### src/rtl/p192_red_pkg.sv
package p192_red_pkg;
  // number of recombined terms and adder latency in cycles
  localparam int NTERMS     = 4;
  localparam int ADD_LAT    = 4;
  localparam int TERM_SEL_W = $clog2(NTERMS);
  localparam int STEP_W     = $clog2(ADD_LAT);

  typedef enum logic [1:0] {
    ST_IDLE = 2'd0,
    ST_RUN  = 2'd1,
    ST_FIN  = 2'd2
  } redState_t;

  // strobes from sequencer to datapath
  typedef struct packed {
    logic                  load;     // capture operand
    logic                  go;       // issue one adder operation
    logic [TERM_SEL_W-1:0] termSel;  // which term enters the adder
    logic                  publish;  // copy accumulated sum to output
  } redCtrl_t;
endpackage

### src/rtl/p192_modadd.sv
// Two-operand adder modulo p = 2^F - 2^M - 1, fixed latency ADD_LAT.
// opA must be below p; opB may be any F-bit value.
module p192_modadd #(
  parameter int FIELD_W = 192,
  parameter int MID_EXP = 64,
  parameter int LIMB_W  = 48
) (
  input  logic               clk,
  input  logic               rstN,
  input  logic               go,
  input  logic [FIELD_W-1:0] opA,
  input  logic [FIELD_W-1:0] opB,
  output logic [FIELD_W-1:0] sum
);
  localparam int NLIMB = FIELD_W / LIMB_W;
  localparam int EXT_W = FIELD_W + 2;
  // 2^F - p and 2*(2^F - p)
  localparam logic [EXT_W-1:0] COMP1 = (EXT_W'(1) << MID_EXP) | EXT_W'(1);
  localparam logic [EXT_W-1:0] COMP2 = COMP1 << 1;

  logic [FIELD_W-1:0] aR, bR;
  logic               v1, v2, v3;
  logic [FIELD_W:0]   c1R;
  logic [FIELD_W-1:0] c1Hold;
  logic [EXT_W-1:0]   c2R, c3R;
  logic [FIELD_W:0]   c1Next;
  logic [FIELD_W-1:0] selNext;

  // limb-wise ripple of the raw sum
  always_comb begin
    logic             cy;
    logic [LIMB_W:0]  part;
    cy = 1'b0;
    c1Next = '0;
    for (int i = 0; i < NLIMB; i++) begin
      part = {1'b0, aR[i*LIMB_W +: LIMB_W]} + {1'b0, bR[i*LIMB_W +: LIMB_W]}
           + {{LIMB_W{1'b0}}, cy};
      c1Next[i*LIMB_W +: LIMB_W] = part[LIMB_W-1:0];
      cy = part[LIMB_W];
    end
    c1Next[FIELD_W] = cy;
  end

  // pick raw sum, sum - p or sum - 2p
  always_comb begin
    if (c3R[EXT_W-1] && !c3R[FIELD_W])
      selNext = c3R[FIELD_W-1:0];
    else if (|c2R[EXT_W-1:FIELD_W])
      selNext = c2R[FIELD_W-1:0];
    else
      selNext = c1Hold;
  end

  always_ff @(posedge clk or negedge rstN) begin
    if (!rstN) begin
      v1 <= 1'b0; v2 <= 1'b0; v3 <= 1'b0;
      aR <= '0; bR <= '0; c1R <= '0; c1Hold <= '0;
      c2R <= '0; c3R <= '0; sum <= '0;
    end else begin
      v1 <= go;
      v2 <= v1;
      v3 <= v2;
      if (go) begin
        aR <= opA;
        bR <= opB;
      end
      if (v1) c1R <= c1Next;
      if (v2) begin
        c2R    <= {1'b0, c1R} + COMP1;
        c3R    <= {1'b0, c1R} + COMP2;
        c1Hold <= c1R[FIELD_W-1:0];
      end
      if (v3) sum <= selNext;
    end
  end
endmodule

### src/rtl/p192_red_ctrl.sv
module p192_red_ctrl
  import p192_red_pkg::*;
(
  input  logic     clk,
  input  logic     rstN,
  input  logic     start,
  output redCtrl_t ctl,
  output logic     done
);
  localparam logic [STEP_W-1:0]     LAST_STEP = STEP_W'(ADD_LAT - 1);
  localparam logic [TERM_SEL_W-1:0] LAST_OP   = TERM_SEL_W'(NTERMS - 1);

  redState_t             state;
  logic [STEP_W-1:0]     stepCnt;
  logic [TERM_SEL_W-1:0] opIdx;

  always_comb begin
    ctl.load    = (state == ST_IDLE) && start;
    ctl.go      = (state == ST_RUN) && (stepCnt == '0);
    ctl.termSel = opIdx;
    ctl.publish = (state == ST_FIN);
  end

  always_ff @(posedge clk or negedge rstN) begin
    if (!rstN) begin
      state   <= ST_IDLE;
      stepCnt <= '0;
      opIdx   <= '0;
      done    <= 1'b0;
    end else begin
      done <= (state == ST_FIN);
      case (state)
        ST_IDLE: begin
          if (start) begin
            state   <= ST_RUN;
            stepCnt <= '0;
            opIdx   <= '0;
          end
        end
        ST_RUN: begin
          if (stepCnt == LAST_STEP) begin
            stepCnt <= '0;
            if (opIdx == LAST_OP) state <= ST_FIN;
            else opIdx <= opIdx + TERM_SEL_W'(1);
          end else begin
            stepCnt <= stepCnt + STEP_W'(1);
          end
        end
        ST_FIN:  state <= ST_IDLE;
        default: state <= ST_IDLE;
      endcase
    end
  end
endmodule

### src/rtl/p192_red_dp.sv
module p192_red_dp
  import p192_red_pkg::*;
#(
  parameter int WORD_W = 64,
  parameter int LIMB_W = 48
) (
  input  logic                clk,
  input  logic                rstN,
  input  redCtrl_t            ctl,
  input  logic [6*WORD_W-1:0] dataIn,
  output logic [3*WORD_W-1:0] result
);
  localparam int FIELD_W = 3 * WORD_W;
  localparam int IN_W    = 6 * WORD_W;

  logic [IN_W-1:0]    inReg;
  logic [WORD_W-1:0]  w [6];
  logic [FIELD_W-1:0] term [NTERMS];
  logic [FIELD_W-1:0] accSum, opA, opB;
  logic [WORD_W-1:0]  zw;

  assign zw = '0;

  for (genvar i = 0; i < 6; i++) begin : g_word
    assign w[i] = inReg[i*WORD_W +: WORD_W];
  end

  // recombination: weights 2^192 == 2^64 + 1 (mod p)
  assign term[0] = {w[2], w[1], w[0]};
  assign term[1] = {zw,   w[3], w[3]};
  assign term[2] = {w[4], w[4], zw};
  assign term[3] = {w[5], w[5], w[5]};

  // first pass normalises term 0 by adding zero
  assign opA = (ctl.termSel == '0) ? term[0] : accSum;
  assign opB = (ctl.termSel == '0) ? '0 : term[ctl.termSel];

  p192_modadd #(
    .FIELD_W(FIELD_W),
    .MID_EXP(WORD_W),
    .LIMB_W (LIMB_W)
  ) u_add (
    .clk (clk),
    .rstN(rstN),
    .go  (ctl.go),
    .opA (opA),
    .opB (opB),
    .sum (accSum)
  );

  always_ff @(posedge clk or negedge rstN) begin
    if (!rstN) begin
      inReg  <= '0;
      result <= '0;
    end else begin
      if (ctl.load)    inReg  <= dataIn;
      if (ctl.publish) result <= accSum;
    end
  end
endmodule

### src/rtl/p192_reducer.sv
module p192_reducer
  import p192_red_pkg::*;
#(
  parameter int WORD_W = 64,
  parameter int LIMB_W = 48
) (
  input  logic                clk,
  input  logic                rstN,
  input  logic                start,
  input  logic [6*WORD_W-1:0] dataIn,
  output logic                done,
  output logic [3*WORD_W-1:0] result
);
  redCtrl_t ctl;

  p192_red_ctrl u_ctrl (
    .clk  (clk),
    .rstN (rstN),
    .start(start),
    .ctl  (ctl),
    .done (done)
  );

  p192_red_dp #(
    .WORD_W(WORD_W),
    .LIMB_W(LIMB_W)
  ) u_dp (
    .clk   (clk),
    .rstN  (rstN),
    .ctl   (ctl),
    .dataIn(dataIn),
    .result(result)
  );
endmodule

### config.mk
export PLATFORM = sky130hd
export DESIGN_NAME = p192_reducer
export DESIGN_NICKNAME = d
export VERILOG_FILES = /design/src/rtl/p192_red_pkg.sv /design/src/rtl/p192_modadd.sv /design/src/rtl/p192_red_ctrl.sv /design/src/rtl/p192_red_dp.sv /design/src/rtl/p192_reducer.sv
export SDC_FILE = /design/constraint.sdc
export NUM_CORES = 2
export LEC_CHECK = 0
export BUFFER_PORTS_ARGS = -buffer_cell sky130_fd_sc_hd__buf_2
export CAP_MARGIN = 20
export CORE_UTILIZATION = 40
export CTS_CLUSTER_SIZE = 10
export DETAILED_ROUTE_END_ITERATION = 8
export PLACE_DENSITY = 0.55
export REMOVE_ABC_BUFFERS = 1
export SYNTH_ARGS = -nofsm -noshare
export SYNTH_HDL_FRONTEND = slang
export SYNTH_HIERARCHICAL = 1
export SYNTH_SLANG_ARGS = --single-unit
### constraint.sdc
create_clock -name clk -period 12.85 [get_ports clk]
set_input_delay 0 -clock clk [delete_from_list [all_inputs] [get_ports clk]]
set_output_delay 0 -clock clk [all_outputs]
set_load 0.05 [all_outputs]
==> flow_summary_export.csv <==
group,metric,value,unit
placed_design,dpl.hpwl,256.0,mm
global_routing,grt_max_degree,229,
placed_design,dpl_cell_area,104300,um2
routing,drtIter0Drc,5809,
routing,drt-total-wl,350.2,mm
cells_and_area,layout_commonest_cell,"dfrtp_1",
placed_design,preCtsSetupSlack,-670.8,ps
cells_and_area,fin_area,119000,um2
cells_and_area,drive_gt1_frac,0.2662,
clock_tree,cts.htree.levels,4,
logic_synthesis,ys_seq_area_frac,0.4936,
die,start_util,0.4028,
routing,route.detailed.drc,0,
worst_setup_path,cpMaxStageDelayCell,"fa_1",
timing,skew,60.09,ps
die,die_w,497.1,um
routing,via_per_inst,5.516,
cells_and_area,mostFrequentLayoutCells,"dfrtp_1, mux2_2, dlygate4sd3_1, nor2_1, nand2_1",
worst_setup_path,critPathMaxFanout,4,
die,die_y,497.1,um
die,ios,580,
timing,hold_viol_final,0,
clock_tree,clk_pin_slew_worst_paths,60,ps
worst_setup_path,worstPathArrival,13040,ps
placed_design,io_buffers,579,
cells_and_area,fillerInstances,21860,
power_and_ir_drop,power.density,279.9,nW/um2
cells_and_area,multi_input_area,46900,um2
routing,first_pass_iters,8,
routing,wl_per_cell,26.47,um
routing,final_antenna_net_count,0,
timing,worst_pin_slew,1196,ps
global_routing,grt_pass1_wl,514.7,mm
timing,finalCriticalPeriod,12260,ps
status,outcome,"complete, no violations",
die,core_area,243500,um2
clock_tree,ctsLongestPathBuffers,3,
global_routing,gr-total-overflow,0,
logic_synthesis,ys_ff_latch,1934,
worst_setup_path,cp-start-kind,"flop",
clock_tree,numCtsBuffers,226,
logic_synthesis,synth_flop_cell,"dfrtp_1",
logic_synthesis,synthCells,8718,
cells_and_area,nets,10510,
job,max_cap_violations,0,
die,row_count,181,
worst_setup_path,r2r_slack,590,ps
worst_setup_path,path_class,"flop to flop",
power_and_ir_drop,ir_drop,0.1754,mV
cells_and_area,area_growth,21.35,%
timing,relSlewSlack,0.1943,
timing,fin_crit_sh,0.9543,
logic_synthesis,async_flop_share,1.000,
global_routing,grt_util_all_layers,0.2801,
global_routing,first_global_vias,73830,
hold_path,min_path_type,"input pin to flop",
clock_tree,ctsRootBufferMaster,"clkbuf_16",
cells_and_area,seqCellArea,48420,um2
worst_setup_path,crit_path_end_kind,"flop",
worst_setup_path,crit_top_cell,"buf_4",
logic_synthesis,ys_warn_count,6,
placed_design,gp_congestion,0.9580,
logic_synthesis,postSynthAreaPerCell,11.25,um2
timing,final.setup.worst_slack,586.9,ps
logic_synthesis,ys_types,97,
timing,drv_slew,0,
worst_setup_path,worstPathRequired,13620,ps
routing,dr_total_vias,73000,
timing,max_freq,0.08155,GHz
logic_synthesis,synth-edff-count,0,
timing,setup-violations-final,0,
global_routing,antenna_found_initial,33,
logic_synthesis,syn_area,98050,um2
clock_tree,clk-insertion-delay-late,910,ps
clock_tree,cts_tree,"built",
die,die_area,247100,um2
clock_tree,clock_sinks,1934,
power_and_ir_drop,leakage,51.61,nW
worst_setup_path,slowest_delay,460,ps
[critical path: cells and delay by family, from the launching register on]
kind | cells | cell delay [ps]
multiplexers | 1 | 280
buffers and inverters | 9 | 1550
adder cells (fa/ha/maj) | 8 | 2860
XOR/XNOR | 1 | 50
AO/OA/AOI/OAI | 32 | 6220
AND/OR/NAND/NOR | 5 | 810
flip-flops | 1 | 350
[through the flow]
stage | util | total power [mW] | setup TNS [ps] | hold WS, ps | instances
global placement | 0.4284 | 26.71 | -1934 | 164.0 | 12120
finish | 0.4887 | 33.31 | 0 | 86.22 | 13230
global route | 0.4886 | 35.16 | -2.410 | 103.7 | 13220
floorplan | - | 23.45 | -9377650 | -295.6 | 8113
detailed placement | 0.4284 | 26.99 | -3288 | 136.4 | 12120
CTS | 0.4881 | 33.39 | 0 | 23.37 | 13220
[layer usage]
layer  routed length, um  vias to the layer above  GRT usage
met5                  56                        -          0
met4               10160                        8    0.07804
met3               16600                      430    0.03558
met2              159900                     2025     0.4404
met1              163600                    37480     0.4035
li1                    -                    33060          -
[timing repair]
action                                  in CTS  in global routing
hold buffers                               772                  0
endpoints found under the setup margin      14                 14
pin swaps                                    1                  5
hold endpoints to repair                   728                  0
buffers inserted                             0                  2
resized for setup                            8                 11
[power by group]
part           internal, mW  total, mW  leakage [nW]  switching [mW]
Combinational          6.68       15.2          24.8            8.55
Sequential             9.09       12.0          23.5            2.94
Clock                  3.43       6.05          3.25            2.62
[final timing paths]
| kind | startpoint | to | cells after the start |
|---|---|---|---|
| setup / recovery | u_dp/u_add/aR[0] | u_dp/u_add/c1R[188] | 56 |
| setup reg to reg | u_dp/u_add/aR[0] | u_dp/u_add/c1R[188] | 56 |
| hold / removal | start | u_ctrl/opIdx[1] | 5 |
| hold reg to reg | u_dp/result[26] | u_dp/result[26] | 1 |
| min in group asynchronous | rstN | u_dp/inReg[348] | 4 |
| max in group asynchronous | rstN | u_dp/inReg[128] | 6 |
[registers in the layout, summed over array words and instances (netlist names)]
name	cells
u_ctrl/opIdx	2
u_dp/u_add/v2	1
u_dp/inReg	384
u_dp/u_add/c1Hold	192
u_dp/u_add/c1R	193
u_dp/u_add/v3	1
u_ctrl/state	2
u_ctrl/done	1
u_dp/u_add/bR	192
u_dp/u_add/v1	1
u_dp/u_add/sum	192
u_dp/u_add/aR	192
u_dp/u_add/c2R	194
u_ctrl/stepCnt	2
u_dp/result	192
u_dp/u_add/c3R	193
[logic make-up (layout without fill, tap and decap cells)]
logic type | after synthesis | in the layout | share of synthesized area
XOR/XNOR | 542 | 542 | 0.04841
adder cells (fa/ha/maj) | 201 | 201 | 0.02618
other | 0 | 11 | 0
AND/OR/NAND/NOR | 2073 | 2073 | 0.09892
flip-flops | 1934 | 1934 | 0.4936
multiplexers | 2003 | 2003 | 0.2258
buffers and inverters | 688 | 1991 | 0.02968
AO/OA/AOI/OAI | 1277 | 1277 | 0.07738
[synthesized netlist by cell type (8+ instances only)]
master / number / area share
ha_1: 194 / 0.025
o21ai_0: 298 / 0.015
inv_1: 81 / 0.0031
a211oi_1: 18 / 0.0014
or4_1: 12 / 0.00092
and2_1: 28 / 0.0018
o2bb2ai_1: 67 / 0.0060
and3_1: 90 / 0.0057
nand2_1: 586 / 0.022
and4_1: 37 / 0.0033
or3_1: 26 / 0.0017
nor4_1: 33 / 0.0021
buf_2: 135 / 0.0069
mux2i_1: 329 / 0.034
o21ai_1: 8 / 0.00041
xnor2_1: 299 / 0.027
a21o_1: 98 / 0.0075
buf_4: 40 / 0.0031
o211ai_1: 9 / 0.00069
o221ai_1: 9 / 0.00080
xor2_1: 243 / 0.022
a31oi_1: 20 / 0.0013
dfrtp_1: 1934 / 0.49
o21bai_1: 30 / 0.0023
o31ai_1: 15 / 0.0011
clkbuf_1: 399 / 0.015
o31a_1: 10 / 0.00089
nor3_1: 84 / 0.0043
nor2_1: 726 / 0.028
or2_2: 16 / 0.0010
a21oi_1: 577 / 0.029
mux2_2: 1494 / 0.17
buf_1: 29 / 0.0011
mux2_1: 180 / 0.021
nor2b_1: 98 / 0.0063
nand2b_1: 23 / 0.0015
nand4_1: 125 / 0.0080
nand3_1: 141 / 0.0072
o21a_1: 28 / 0.0021
a211o_1: 8 / 0.00071
[layout make-up]
type                    instances  share of cell area
multi-input cells            6096              0.3942
inverters                      83            0.002650
flip-flops and latches       1934              0.4069
repair buffers               1581              0.1057
clock buffers                 292             0.05088
well taps                    3202             0.03367
diodes                         11           0.0002313
clock inverters                35            0.005710
(Power assumes the default switching activity.)
